==> src/rtl/lpic_pkg.sv <==
package lpic_pkg;

    localparam int N_SRC    = 8;
    localparam int N_LVL    = 4;
    localparam int LVL_W    = $clog2(N_LVL);
    localparam int RANK_W   = N_LVL * LVL_W;
    localparam int SRC_W    = $clog2(N_SRC);
    localparam int PER_LVL  = N_SRC / N_LVL;
    localparam int VEC_W    = 8;
    localparam int VEC_STEP = 4;

    typedef logic [LVL_W-1:0]     lvl_t;
    typedef lvl_t [N_LVL-1:0]     order_t;
    typedef logic [SRC_W-1:0]     sidx_t;
    typedef logic [VEC_W-1:0]     vec_t;

    typedef struct packed {
        logic  vld;
        sidx_t idx;
    } win_t;

    // Decode the ranking register; entry 0 is the highest-ranked level.
    function automatic order_t decode_order(input logic [RANK_W-1:0] cfg);
        order_t            ord;
        logic [N_LVL-1:0]  seen;
        seen = '0;
        for (int i = 0; i < N_LVL; i++) begin
            ord[i] = cfg[i*LVL_W +: LVL_W];
            seen[ord[i]] = 1'b1;
        end
        if (seen != {N_LVL{1'b1}}) begin
            for (int i = 0; i < N_LVL; i++) ord[i] = lvl_t'(i);
        end
        return ord;
    endfunction

    function automatic lvl_t level_of(input int s);
        return lvl_t'(s / PER_LVL);
    endfunction

    function automatic vec_t vector_of(input vec_t base, input sidx_t idx);
        return base + vec_t'(idx) * vec_t'(VEC_STEP);
    endfunction

endpackage

==> src/rtl/lpic_pend.sv <==
module lpic_pend
    import lpic_pkg::*;
(
    input  logic             clk,
    input  logic             rst,
    input  logic [N_SRC-1:0] src_i,
    input  logic [N_SRC-1:0] clr_i,
    output logic [N_SRC-1:0] pend_o
);

    logic [N_SRC-1:0] src_q;

    for (genvar s = 0; s < N_SRC; s++) begin : g_bit
        logic rise;
        assign rise = src_i[s] & ~src_q[s];

        always_ff @(posedge clk) begin
            if (rst) begin
                src_q[s]  <= 1'b0;
                pend_o[s] <= 1'b0;
            end else begin
                src_q[s]  <= src_i[s];
                // set beats clear so an edge in the acknowledge cycle survives
                pend_o[s] <= (pend_o[s] & ~clr_i[s]) | rise;
            end
        end
    end

endmodule

==> src/rtl/lpic_arb.sv <==
module lpic_arb
    import lpic_pkg::*;
(
    input  logic [N_SRC-1:0]  req_i,
    input  logic [RANK_W-1:0] rank_i,
    output win_t              win_o
);

    order_t           order;
    logic [N_LVL-1:0] lvl_any;
    sidx_t            lvl_first [N_LVL];

    always_comb begin
        order = decode_order(rank_i);
        for (int l = 0; l < N_LVL; l++) begin
            lvl_any[l]   = 1'b0;
            lvl_first[l] = '0;
            for (int k = PER_LVL - 1; k >= 0; k--) begin
                if (req_i[l*PER_LVL + k]) begin
                    lvl_any[l]   = 1'b1;
                    lvl_first[l] = sidx_t'(l*PER_LVL + k);
                end
            end
        end
        win_o = '0;
        for (int r = N_LVL - 1; r >= 0; r--) begin
            if (lvl_any[order[r]]) begin
                win_o.vld = 1'b1;
                win_o.idx = lvl_first[order[r]];
            end
        end
    end

endmodule

==> src/rtl/lpic_top.sv <==
module lpic_top
    import lpic_pkg::*;
#(
    parameter vec_t VEC_BASE = 8'h40
) (
    input  logic              clk,
    input  logic              rst,
    input  logic [N_SRC-1:0]  src_i,
    input  logic [N_SRC-1:0]  src_en_i,
    input  logic [N_LVL-1:0]  lvl_mask_i,
    input  logic [RANK_W-1:0] lvl_rank_i,
    input  logic              ie_set_i,
    input  logic              ie_clr_i,
    input  logic              ret_i,
    input  logic              ack_i,
    output logic              irq_o,
    output logic [VEC_W-1:0]  vec_o,
    output logic              ie_o,
    output logic [N_SRC-1:0]  pend_o
);

    logic [N_SRC-1:0] lvl_ok;
    logic [N_SRC-1:0] req;
    logic [N_SRC-1:0] clr;
    win_t             win;
    sidx_t            win_q;
    logic             gie_q, gie_nxt, irq_q, take;
    vec_t             vec_q;

    for (genvar s = 0; s < N_SRC; s++) begin : g_lvl
        assign lvl_ok[s] = lvl_mask_i[level_of(s)];
    end

    assign req  = pend_o & src_en_i & lvl_ok;
    assign take = ack_i & irq_q;
    assign clr  = take ? (N_SRC'(1) << win_q) : '0;

    lpic_pend u_pend (
        .clk    (clk),
        .rst    (rst),
        .src_i  (src_i),
        .clr_i  (clr),
        .pend_o (pend_o)
    );

    lpic_arb u_arb (
        .req_i  (req),
        .rank_i (lvl_rank_i),
        .win_o  (win)
    );

    always_comb begin
        if (take || ie_clr_i)          gie_nxt = 1'b0;
        else if (ret_i || ie_set_i)    gie_nxt = 1'b1;
        else                           gie_nxt = gie_q;
    end

    always_ff @(posedge clk) begin
        if (rst) begin
            gie_q <= 1'b0;
            irq_q <= 1'b0;
            vec_q <= '0;
            win_q <= '0;
        end else begin
            gie_q <= gie_nxt;
            irq_q <= gie_nxt & win.vld;
            if (gie_nxt && win.vld) begin
                vec_q <= vector_of(VEC_BASE, win.idx);
                win_q <= win.idx;
            end
        end
    end

    assign irq_o = irq_q;
    assign vec_o = vec_q;
    assign ie_o  = gie_q;

endmodule

==> config.mk <==
export PLATFORM = sky130hd
export DESIGN_NAME = lpic_top
export DESIGN_NICKNAME = d
export VERILOG_FILES = /design/src/rtl/lpic_pkg.sv /design/src/rtl/lpic_pend.sv /design/src/rtl/lpic_arb.sv /design/src/rtl/lpic_top.sv
export SDC_FILE = /design/constraint.sdc
export NUM_CORES = 1
export LEC_CHECK = 0
export BUFFER_PORTS_ARGS = -buffer_cell sky130_fd_sc_hd__buf_2
export CORE_ASPECT_RATIO = 0.9
export CORE_MARGIN = 4
export CORE_UTILIZATION = 51
export DETAILED_ROUTE_END_ITERATION = 12
export GPL_ROUTABILITY_DRIVEN = 0
export PLACE_DENSITY = 0.79
export SYNTH_ARGS = -nofsm -noshare
export SYNTH_HDL_FRONTEND = slang
export SYNTH_HIERARCHICAL = 1
export SYNTH_SLANG_ARGS = --single-unit
==> constraint.sdc <==
create_clock -name clk -period 2.74 [get_ports clk]
set_input_delay 0.137 -clock clk [delete_from_list [all_inputs] [get_ports clk]]
set_output_delay 0.137 -clock clk [all_outputs]
set_load 0.1 [all_outputs]
Word level (Yosys, flattened, before mapping)
Index checks and enable logic that the tools add are counted.

Muxes and demuxes: 52. Bitwise logic cells: 51. Equality and inequality tests: 1. Reductions and logical operators: 7. Add/sub/neg operators: 1. Order comparisons: 16. Shift-type cells: 1.

Operators by type and width (count): $mux W3 (12); $bmux W3 S2 (4); $lt A2 B3 Y1 const B (8); $mux W1 (20); $and A1 B1 Y1 (18); $and A8 B8 Y8 (2); $mux W4 (4); $mux W8 (2); $not A1 Y1 (16); $ge A3 B3 Y1 const B (4); $not A2 Y3 (4); $or A4 B4 Y4 (3); $add A7 B5 Y8 const A (1); $bmux W1 S2 (4); $demux W1 S2 (4); $ge A2 B1 Y1 const B (4); $or A1 B1 Y1 (8); $shl A1 B3 Y8 const A (1); $logic_and A1 B1 Y1 (5); $mux W2 (2); $ne A4 B4 Y1 const B (1); $logic_or A1 B1 Y1 (2).

Output and inout port bits: 18. Flip-flop bits (word level): 29. Bits of input ports: 34. Word-level logic and storage cells: 149.

Depth between registers and ports, before layout
Gate-level depths: netlist (run 1).

Depth in word-level cells: 18. Gate-level depth with buffers: 12. Gate-level depth less buffers: 11.

By module
Netlist (run 1), hierarchy kept.

Modules (own cells, without submodules): lpic_arb (sequential area each 0.0 sq um, cells each 120, instances 1, area each 745.7 sq um); lpic_pend (sequential area each 320.3 sq um, cells each 49, instances 1, area each 564.3 sq um); lpic_top (sequential area each 120.1 sq um, cells each 48, instances 1, area each 397.9 sq um).

Least setup slack after synthesis (run 1)
OpenSTA, ideal clock, no wires.

Path kind: reg-to-reg. From: reg u_pend.pend_o[5]. To: reg vec_q[4], in the netlist vec_o[4]. Path slack: -0.087 ns. Clock period less this slack: 2.827 ns. Buffers on the path: 0. Arrival time: 2.754 ns. Library setup time: 0.073 ns. Required time: 2.667 ns. Stages on the path, launching flop included: 12. Path through: dfxtp_1 and3_1 or2_2 mux2i_1 nand2_1 nor3_1 a211oi_2 and4b_4 nand3_1 inv_1 a2111oi_4 mux2i_1.

RTL lines: start: declaration (RTL line lpic_pend.sv:8) `output logic [N_SRC-1:0] pend_o`; start signal: indexed assignment (RTL line lpic_pend.sv:24) `pend_o[s] <= (pend_o[s] & ~clr_i[s]) | rise;`; end signal: assignment (RTL line lpic_top.sv:68) `vec_q <= vector_of(VEC_BASE, win.idx);`; end: declaration (RTL line lpic_top.sv:28) `vec_t vec_q;`.

==> results_dict.tcl, run 1 <==
set metrics [dict create \
    r2r_slack_ns 0.39 \
    antenna_found_initial 0 \
    cap_violations 0 \
    synth_area_leaders "dfxtp_1 (26%), nand2b_1 (12%), nor2_1 (4.8%)" \
    period_needed_ns 2.48 \
    htree_levels 1 \
    final_cell_mix "buf_2 (47), nand2b_1 (32), nor2_1 (22), nand2_1 (16), dfxtp_1 (16)" \
    viasPerCell 5.63 \
    grt_pass1_vias 1459 \
    critical_path_class "in -> reg" \
    slew_viol_final 0 \
    initial_core_util_pct 54.4 \
    seqPwrFrac_pct 37.1 \
    finClkSkew_ns 0.00170 \
    dp_cells 302 \
    drive_gt1_share_pct 31.9 \
    worstSetupStartpointType "input pin" \
    avgSynthCellArea_um2 7.87 \
    final_cells 305 \
    synth-edff-count 0 \
    ir_worst_vdd_mv 0.448 \
    yosysWarnings 6 \
    postCtsSetupBuffers 0 \
    dieWidth_um 69 \
    ctsResizeCount 0 \
    rsz0062_at_grt "false" \
    cts_tree "built" \
    period_share_pct 90.3 \
    worstSetupEndpointType "flip-flop" \
    drc_errors 0 \
    synth_top_area_share_pct 25.8 \
    cts_sinks 22 \
    p_comb_share_pct 43.2 \
    worst_pin_slew_ns 0.524 \
    worstSkewPairLatency_ns 0.26 \
    n_antenna_cell 0 \
    netlist_instances 217 \
    die-area_mm2 0.00434 \
    finalNetCount 299 \
    grt_pass1_wl_um 6960 \
    synth_top_area_cell "dfxtp_1" \
    wirelength_um 4400 \
    synth_seq_area_share_pct 25.8 \
    worstPathRequired_ns 2.93 \
    mostFrequentLayoutCell "buf_2" \
    p_leak_nw 0.876 \
    drt-initial-drc-count 161 \
    drtAntennaViolNets 0 \
    outcome "complete, no violations" \
    wl_per_cell_um 14.4 \
    clk_pin_slew_ns 0.07 \
    ctsLongestPathBuffers 2 \
    hold_violations 0 \
    gr-total-overflow 0 \
    fmax_mhz 404 \
    power.density_mw_per_mm2 490 \
    netlist-cell-type-count 50 \
    p_int_w 0.000570 \
    core_region_area_mm2 0.00314 \
    p_clk_share_pct 19.8 \
    numCtsBuffers 3 \
    finalSetupViolations 0 \
    switching_power_w 0.000411 \
    root_buffer "clkbuf_8" \
    min_path_type "in -> reg" \
    vias 1716 \
    firstDrtPassIters 4 \
    io_pins 52 \
    synth_area_mm2 0.00171 \
    die_h_um 62.9 \
    dpl.hpwl_um 3480 \
    grt_max_degree 26 \
    swShare_pct 41.9 \
    fin_total_pwr_w 0.000981 \
    io_buffers 47 \
    syn_to_final_growth_pct 17.2 \
    ys_ff_latch 22 \
    worstPathMaxFanout 10 \
    synthArstFlopShare_pct 0 \
    cts_hold_buffers 0 \
    relSlewSlack_pct 64.9 \
    row_count 19 \
    finalSetupTns_ns 0 \
    track_usage_pct 19.6 \
    ys.flop_type "dfxtp_1" \
    cp.arrival_ns 2.67 \
]
-- registers in the layout (all words and copies together) (netlist names) --
register	count
u_pend/pend_o	8
irq_o	1
u_pend/src_q	8
vec_o	2
ie_o	1
win_q	2
-- power groups by stage --
stage / clock [W] / combinational [W] / sequential [W]
2_1_floorplan: 0 / 0.000215 / 0.000493
4_1_cts: 0.000201 / 0.000420 / 0.000363
6_report: 0.000194 / 0.000423 / 0.000363
3_5_place_dp: 0 / 0.000419 / 0.000370
5_1_grt: 0.000218 / 0.000452 / 0.000367
3_3_place_gp: 0 / 0.000417 / 0.000369
-- cell families (layout without fill, tap and decap cells) --
kind of cell | count (synthesis) | after routing | share of synthesized area, %
flops | 22 | 22 | 25.8
mux | 5 | 5 | 2.93
compound gates | 52 | 52 | 25.8
other cells | 1 | 4 | 0.220
buf+inv | 15 | 58 | 6.01
simple gates | 122 | 122 | 39.3
-- metrics by stage --
stage | worst slack [ns] | hold WS (ns) | area (um2) | utilization (%)
after floorplan | 0.0829 | 0.209 | 1730 | -
after global placement | 0.108 | 0.358 | 1960 | 62.5
after detailed placement | 0.0305 | 0.364 | 1960 | 62.5
after CTS | 0.307 | 0.0893 | 2000 | 63.8
after global routing | 0.0480 | 0.0844 | 2000 | 63.8
final | 0.264 | 0.0943 | 2000 | 63.8
-- path summary, 6_finish.rpt --
check                         startpoint                          end  cells after the start
min reg2reg   u_pend/src_q[6]$_SDFF_PP0_  u_pend/pend_o[6]$_SDFF_PP0_                      2
max reg2reg  u_pend/pend_o[7]$_SDFF_PP0_        vec_o[6]$_SDFFE_PP0P_                     11
min                             src_i[3]   u_pend/src_q[3]$_SDFF_PP0_                      2
max                        lvl_rank_i[6]        win_q[0]$_SDFFE_PP0P_                     12
-- synth_stat cells (all sizes together), types with 3 or more instances --
cell type and n:
nand2b 32, dfxtp 22, nor2 22, nand2 17
a21oi 14, buf 12, nor3 11, and3 8
a211oi 7, and2b 7, nand3 7, nor2b 7
mux2i 5, a31oi 4, or2 4, inv 3
o21ai 3, o22ai 3, o31ai 3, or3 3
-- routing by layer --
layer,GRT usage (%),vias up,wire (um)
li1,-,867,-
met1,27.7,751,2060
met2,27.9,91,1840
met5,0,-,0
met4,6.34,0,51
met3,6.43,7,455
-- critical path, cell delays in order --
cell and delay (ns):
buf_2 0.19, nor2b_1 0.21, nor3_1 0.08, o311a_4 0.33, or2_1 0.26, buf_4 0.18
a211oi_2 0.22, and4b_4 0.25, nand3_1 0.08, inv_1 0.07, a2111oi_4 0.43, mux2i_1 0.24
-- layout make-up --
| cell class | count | area (um2) |
|---|---|---|
| Multi-Input combinational cell | 183 | 1180 |
| Tap cell | 42 | 52.6 |
| Timing Repair Buffer | 52 | 273 |
| Inverter | 3 | 11.3 |
| Clock buffer | 3 | 41.3 |
| Fill cell | 300 | 1140 |
| Sequential cell | 22 | 448 |
(Power assumes the default switching activity.)
==> inputs of run 2 (changes only) <==
--- a/config.mk
+++ b/config.mk
@@ -5,13 +5,14 @@
 export SDC_FILE = /design/constraint.sdc
 export NUM_CORES = 1
 export LEC_CHECK = 0
+export ABC_AREA = 1
 export BUFFER_PORTS_ARGS = -buffer_cell sky130_fd_sc_hd__buf_2
 export CORE_ASPECT_RATIO = 0.9
 export CORE_MARGIN = 4
-export CORE_UTILIZATION = 51
+export CORE_UTILIZATION = 52
 export DETAILED_ROUTE_END_ITERATION = 12
 export GPL_ROUTABILITY_DRIVEN = 0
-export PLACE_DENSITY = 0.79
+export PLACE_DENSITY = 0.8
 export SYNTH_ARGS = -nofsm -noshare
 export SYNTH_HDL_FRONTEND = slang
 export SYNTH_HIERARCHICAL = 1
==> run 2 against run 1 <==
Effect of this change: sequential power is 1% higher; fmax increased by 25%; non-clock buffer count shrank 5; worst hold slack got worse by 0.0060 ns; largest power group unchanged; sequential share of layout area down 1.3 points; synthesized area grew 4.5%; cell count rose by 28%; highest routed layer unchanged; critical path type is now reg -> reg; wire length fell by 4.0%; die area increased by 2.2%; via count up 9.3%; flip-flop and latch count is the same.
==> results_dict.tcl, run 2 <==
set metrics [dict create \
    outcome "complete, no violations" \
    ys.flop_type "dfxtp_1" \
    fill_cells 310 \
    synth_area_mm2 0.00179 \
    hold_violations 0 \
    cap_violations 0 \
    finalSetupTns_ns 0 \
    row_count 19 \
    final_cells 389 \
    postLayoutCoreUtil_pct 66.2 \
    whs_endpoint "u_pend/src_q[1]$_SDFF_PP0_" \
    r2r-end "win_q[1]$_SDFFE_PP0P_" \
    drive_gt1_share_pct 25.9 \
    io_pins 52 \
    r2r-start "u_pend/pend_o[7]$_SDFF_PP0_" \
    dieWidth_um 69.8 \
    synth_area_leaders "dfxtp_1 (25%), nand2_1 (18%), inv_1 (12%)" \
    core_region_area_mm2 0.00316 \
    final_cell_mix "nand2_1 (84), inv_1 (59), buf_2 (47), nor2_1 (43), nand3_1 (25)" \
    multi_input_area_mm2 0.00104 \
    crit_cells 16 \
    mostFrequentLayoutCell "nand2_1" \
    dp_cells 385 \
    drc_errors 0 \
    n_antenna_cell 0 \
    finalNetCount 382 \
    numCtsBuffers 3 \
    reg_top3 "u_pend/pend_o: 8 flops, u_pend/src_q: 8 flops" \
    ctsLongestPathBuffers 2 \
    worstPathRequired_ns 2.91 \
    ys_ff_latch 22 \
    finClkSkew_ns 0.00396 \
    swShare_pct 42.7 \
    synth_top_area_share_pct 24.7 \
    finalSetupViolations 0 \
    cts_hold_buffers 0 \
    viasPerCell 4.82 \
    p_clk_share_pct 26.6 \
    holdPathStages 3 \
    initial_core_util_pct 56.5 \
    synth_top_area_cell "dfxtp_1" \
    period_share_pct 72.5 \
    cpPeakStageDelay_ns 0.33 \
    worstPathMaxFanout 5 \
    yosysMostFrequentCell "nand2_1" \
    clk_pin_slew_ns 0.08 \
    vias 1876 \
    worstSetupStartpointType "flip-flop" \
    seqPwrFrac_pct 32.3 \
    avgSynthCellArea_um2 5.97 \
    grt_max_degree 17 \
    drt-initial-drc-count 128 \
    cts_tree "built" \
    cp_top_family "simple AND/OR/NAND/NOR gates" \
    p_comb_share_pct 41.2 \
    rsz0062_at_grt "false" \
    cp.buffers_inverters 3 \
    die-area_mm2 0.00444 \
    antenna_found_initial 0 \
    yosysWarnings 6 \
    netlist_instances 299 \
    io_buffers 47 \
    htree_levels 1 \
    power.density_mw_per_mm2 543 \
    period_needed_ns 1.99 \
    synth_common_cells "nand2_1 (84), inv_1 (59), nor2_1 (43)" \
    netlist-cell-type-count 32 \
    die_h_um 63.6 \
    slew_viol_final 0 \
    wirelength_um 4230 \
    whs_ns 0.0883 \
    ctsResizeCount 0 \
    reg2reg_depth 16 \
    grt_pass1_vias 1698 \
    min_path_type "in -> reg" \
    grt_pass1_wl_um 7260 \
    track_usage_pct 19.8 \
    fmax_mhz 503 \
    p_leak_nw 1.19 \
    postCtsSetupBuffers 0 \
    r2r_slack_ns 0.75 \
    drtAntennaViolNets 0 \
    wl_per_cell_um 10.9 \
    seq_area_um2 440 \
    critical_path_class "reg -> reg" \
    worstSkewPairLatency_ns 0.27 \
    switching_power_w 0.000486 \
    cts_sinks 22 \
    synthArstFlopShare_pct 0 \
    worstSetupEndpointType "flip-flop" \
    cp.arrival_ns 2.16 \
    synth_seq_area_share_pct 24.7 \
    root_buffer "clkbuf_8" \
    firstDrtPassIters 4 \
    slowest_stage "dfxtp_1" \
    holdCritStartpoint "src_i[1]" \
    syn_to_final_growth_pct 17.3 \
    gr-total-overflow 0 \
    crit_path_cell_trace "nand2_1, nor2_1, nor2_1, inv_1, nand3_1, o21ai_0, nand2_2, nand3_2, nor2_2, nand2_1, inv_1, nand3_1, nand3_4, nand2_1, inv_1, nor2_1" \
    synth-edff-count 0 \
    ir_worst_vdd_mv 0.361 \
    dpl.hpwl_um 3450 \
    p_int_w 0.000652 \
]
==> run 2: cell types whose count changed after synthesis, moves of 7 or more <==
cell | previous run | this run
nand2b_1 | 32 | 0
nand3_1 | 7 | 25
a21oi_2 | 8 | 0
nand3_2 | 0 | 10
nand2_2 | 1 | 10
nand2_1 | 16 | 84
nor3_1 | 11 | 0
and2b_1 | 7 | 0
and3_1 | 8 | 0
inv_1 | 2 | 59
nor2_1 | 22 | 43
==> run 2: kinds of logic (layout without fill, tap and decap cells) <==
kind of cell / after synthesis / after routing / share of synthesized area (%)
buffers and inverters: 71 / 116 / 17.8
DFF: 22 / 22 / 24.7
other: 1 / 4 / 0.210
AOI/OAI and AO/OA: 18 / 18 / 6.94
and+or+nand+nor: 187 / 187 / 50.4
==> run 2: per-layer routing <==
metal	part of all wire [%]	track usage, %
met1	46	26.8
met2	44	31.5
met3	8.3	4.77
met4	1.2	5.02
met5	0	0
==> run 2: area by class of cell <==
cell class / count / share of cell area (%)
multi-input combinational: 209 / 49.6
sequential: 22 / 21.0
inverter: 65 / 12.2
timing repair buffer: 47 / 11.2
tap: 42 / 2.51
clock buffer: 3 / 1.97
clock inverter: 1 / 1.43
==> run 2: worst max path at each step <==
stage / from / endpoint / slack [ns]
final: u_pend/pend_o[7]$_SDFF_PP0_ / win_q[1]$_SDFFE_PP0P_ / 0.75
after global routing: u_pend/pend_o[7]$_SDFF_PP0_ / win_q[0]$_SDFFE_PP0P_ / 0.51
after CTS: u_pend/pend_o[7]$_SDFF_PP0_ / win_q[1]$_SDFFE_PP0P_ / 0.77
after detailed placement: lvl_rank_i[6] / win_q[1]$_SDFFE_PP0P_ / 0.69
after global placement: lvl_rank_i[6] / win_q[1]$_SDFFE_PP0P_ / 0.75
after floorplan: u_pend/pend_o[7]$_SDFF_PP0_ / win_q[0]$_SDFFE_PP0P_ / 0.44
==> run 2: power by group through the flow <==
stage | logic [W] | registers, W | clock network, W
3_5_place_dp | 0.000466 | 0.000375 | 0
4_1_cts | 0.000468 | 0.000367 | 0.000309
3_3_place_gp | 0.000463 | 0.000374 | 0
2_1_floorplan | 0.000223 | 0.000533 | 0
6_report | 0.000468 | 0.000367 | 0.000302
5_1_grt | 0.000507 | 0.000372 | 0.000328
==> run 2: worst reg2reg max path, cell delays in order, from the launching register on <==
cell,delay (ns)
dfxtp_1,0.33
nand2_1,0.07
nor2_1,0.05
nor2_1,0.17
inv_1,0.08
nand3_1,0.09
o21ai_0,0.11
nand2_2,0.11
nand3_2,0.10
nor2_2,0.11
nand2_1,0.07
inv_1,0.08
nand3_1,0.18
nand3_4,0.18
nand2_1,0.06
inv_1,0.05
nor2_1,0.04
==> run 2: through the flow <==
step / total power, W / area, um2 / setup WS [ns]
detailed placement: 0.000840 / 2020 / 0.688
global route: 0.00121 / 2090 / 0.514
CTS: 0.00114 / 2090 / 0.769
finish: 0.00114 / 2090 / 0.753
floorplan: 0.000756 / 1800 / 0.437
global placement: 0.000837 / 2020 / 0.750
==> inputs of run 3 (changes only) <==
==> constraint.sdc (replaced) <==
create_clock -name clk -period 1.88 [get_ports clk]
set_input_delay 0.094 -clock clk [delete_from_list [all_inputs] [get_ports clk]]
set_output_delay 0.094 -clock clk [all_outputs]
set_load 0.1 [all_outputs]
==> run 3 against run 2 <==
Effect of this change: combinational power grew 65%; worst hold slack worse by 0.035 ns; cell count rose by 3.9%; clock skew grew 0.00057 ns; register-to-register slack lost 0.67 ns; clock power increased by 44%; critical endpoint is now win_q[0]$_SDFFE_PP0P_; sequential share of layout area down 1.5 points; non-clock buffer count rose by 15.
==> results_dict.tcl, run 3 (same netlist as run 2, synthesis figures left out) <==
set metrics [dict create \
    dp_cells 393 \
    period_share_pct 95.7 \
    rsz0062_at_grt "true" \
    crit_path_cell_trace "nand2_2, nor2_2, or2_4, nand2_2, nand2_2, nand2_2, nand3_4, or2_0, nand2_1, nand2_1, nand2_1, inv_1, nand4_1, nand2_1, nor2_1" \
    dpl.hpwl_um 3660 \
    wl_met3_um 399 \
    cts_tree "built" \
    core_region_area_mm2 0.00316 \
    dieWidth_um 69.8 \
    worstPathMaxFanout 4 \
    wl_met1_um 2110 \
    cap_violations 0 \
    root_buffer "clkbuf_8" \
    io_buffers 47 \
    vias 2018 \
    clk_pin_slew_ns 0.08 \
    syn_to_final_growth_pct 33.6 \
    reg_top3 "u_pend/pend_o: 8 flops, u_pend/src_q: 8 flops" \
    worstSetupEndpointType "flip-flop" \
    final_cell_mix "nand2_1 (75), inv_1 (56), buf_2 (47), nor2_1 (30)" \
    worstSetupStartpointType "flip-flop" \
    drt-initial-drc-count 128 \
    row_count 19 \
    htree_levels 1 \
    finalSetupViolations 0 \
    track_usage_pct 20.8 \
    die-area_mm2 0.00444 \
    slowest_stage "dfxtp_4" \
    slew_viol_final 0 \
    cts_sinks 22 \
    final_cell_area_mm2 0.00238 \
    highest_layer "met4" \
    period_needed_ns 1.80 \
    wl_per_cell_um 12.0 \
    firstDrtPassIters 5 \
    wirelength_um 4870 \
    power.density_mw_per_mm2 731 \
    grt_pass1_wl_um 7690 \
    min_path_type "in -> reg" \
    die_h_um 63.6 \
    wl_met2_um 2270 \
    worstPathRequired_ns 2.08 \
    cp.arrival_ns 2.00 \
    antenna_found_initial 0 \
    viasPerCell 5.00 \
    cts_hold_buffers 0 \
    p_leak_nw 1.29 \
    finalNetCount 397 \
    gr-total-overflow 0 \
    numCtsBuffers 3 \
    n_antenna_cell 0 \
    finClkSkew_ns 0.00453 \
    hold_violations 0 \
    grt_pass1_vias 1791 \
    placed_cell_area_mm2 0.00211 \
    drc_errors 0 \
    initial_core_util_pct 56.5 \
    mostFrequentLayoutCell "nand2_1" \
    grt_max_degree 17 \
    final_cells 404 \
    ir_worst_vdd_mv 0.681 \
    drive_gt1_share_pct 40.9 \
    fin_total_pwr_w 0.00174 \
    ctsLongestPathBuffers 2 \
    cpPeakStageDelay_ns 0.36 \
    critical_path_class "reg -> reg" \
    worstSkewPairLatency_ns 0.26 \
    fmax_mhz 556 \
    io_pins 52 \
    drtAntennaViolNets 0 \
    outcome "complete, no violations" \
]
## run 3: cell count changes in the layout (fill, tap and decap cells not counted), sizes merged
cell  change
buf      +15
## run 3: worst paths after layout
kind | from | endpoint | slack [ns] | cells after the start
max | u_pend/pend_o[2]$_SDFF_PP0_ | win_q[0]$_SDFFE_PP0P_ | 0.08 | 15
min | src_i[7] | u_pend/src_q[7]$_SDFF_PP0_ | 0.05 | 3
max reg2reg | u_pend/pend_o[2]$_SDFF_PP0_ | win_q[0]$_SDFFE_PP0P_ | 0.08 | 15
min reg2reg | u_pend/src_q[5]$_SDFF_PP0_ | u_pend/pend_o[5]$_SDFF_PP0_ | 0.46 | 3
## run 3: power by group
part,switching (W),internal [W],leakage (nW)
clock,0.000150,0.000284,0.0357
combinational,0.000568,0.000202,1.07
sequential,0.0000300,0.000509,0.187
total,0.000748,0.000995,1.29
## run 3: worst max-delay path: cells and delay by family (launching register included)
family / cells / cell delay [ns]
flip-flops: 1 / 0.36
AND/OR/NAND/NOR: 14 / 1.35
buffers and inverters: 1 / 0.04
## run 3: metal layers
metal  track usage, %  vias to the layer above
li1                 -                     1030
met1             28.1                      887
met2             33.7                       88
met4             3.35                        0
met3             5.41                       13
met5                0                        -
## run 3: timing repair
| item | 4_1_cts | 5_1_grt |
|---|---|---|
| setup buffers | 1 | 6 |
| pin swaps | 1 | 22 |
| gates resized for setup | 3 | 45 |
| endpoints found under the setup margin | 5 | 5 |
## run 3: final cells by class
cell class                      instances  area [um2]
Fill cell                             254         777
Inverter                               65         256
Sequential cell                        22         465
Tap cell                               42        52.6
Timing Repair Buffer                   62         348
Clock buffer                            3        41.3
Clock inverter                          1        30.0
Multi-Input combinational cell        209        1190
## run 3: per-stage QoR
stage / hold WS [ns] / utilization (%) / worst slack, ns / TNS (ns)
2_1_floorplan: 0.166 / - / -0.0273 / -0.0273
3_3_place_gp: 0.310 / 66.8 / -0.0291 / -0.0827
3_5_place_dp: 0.331 / 66.8 / -0.0893 / -0.298
4_1_cts: 0.0485 / 69.5 / 0.0141 / 0
5_1_grt: 0.0618 / 75.4 / -0.0761 / -0.103
6_report: 0.0536 / 75.4 / 0.0800 / 0
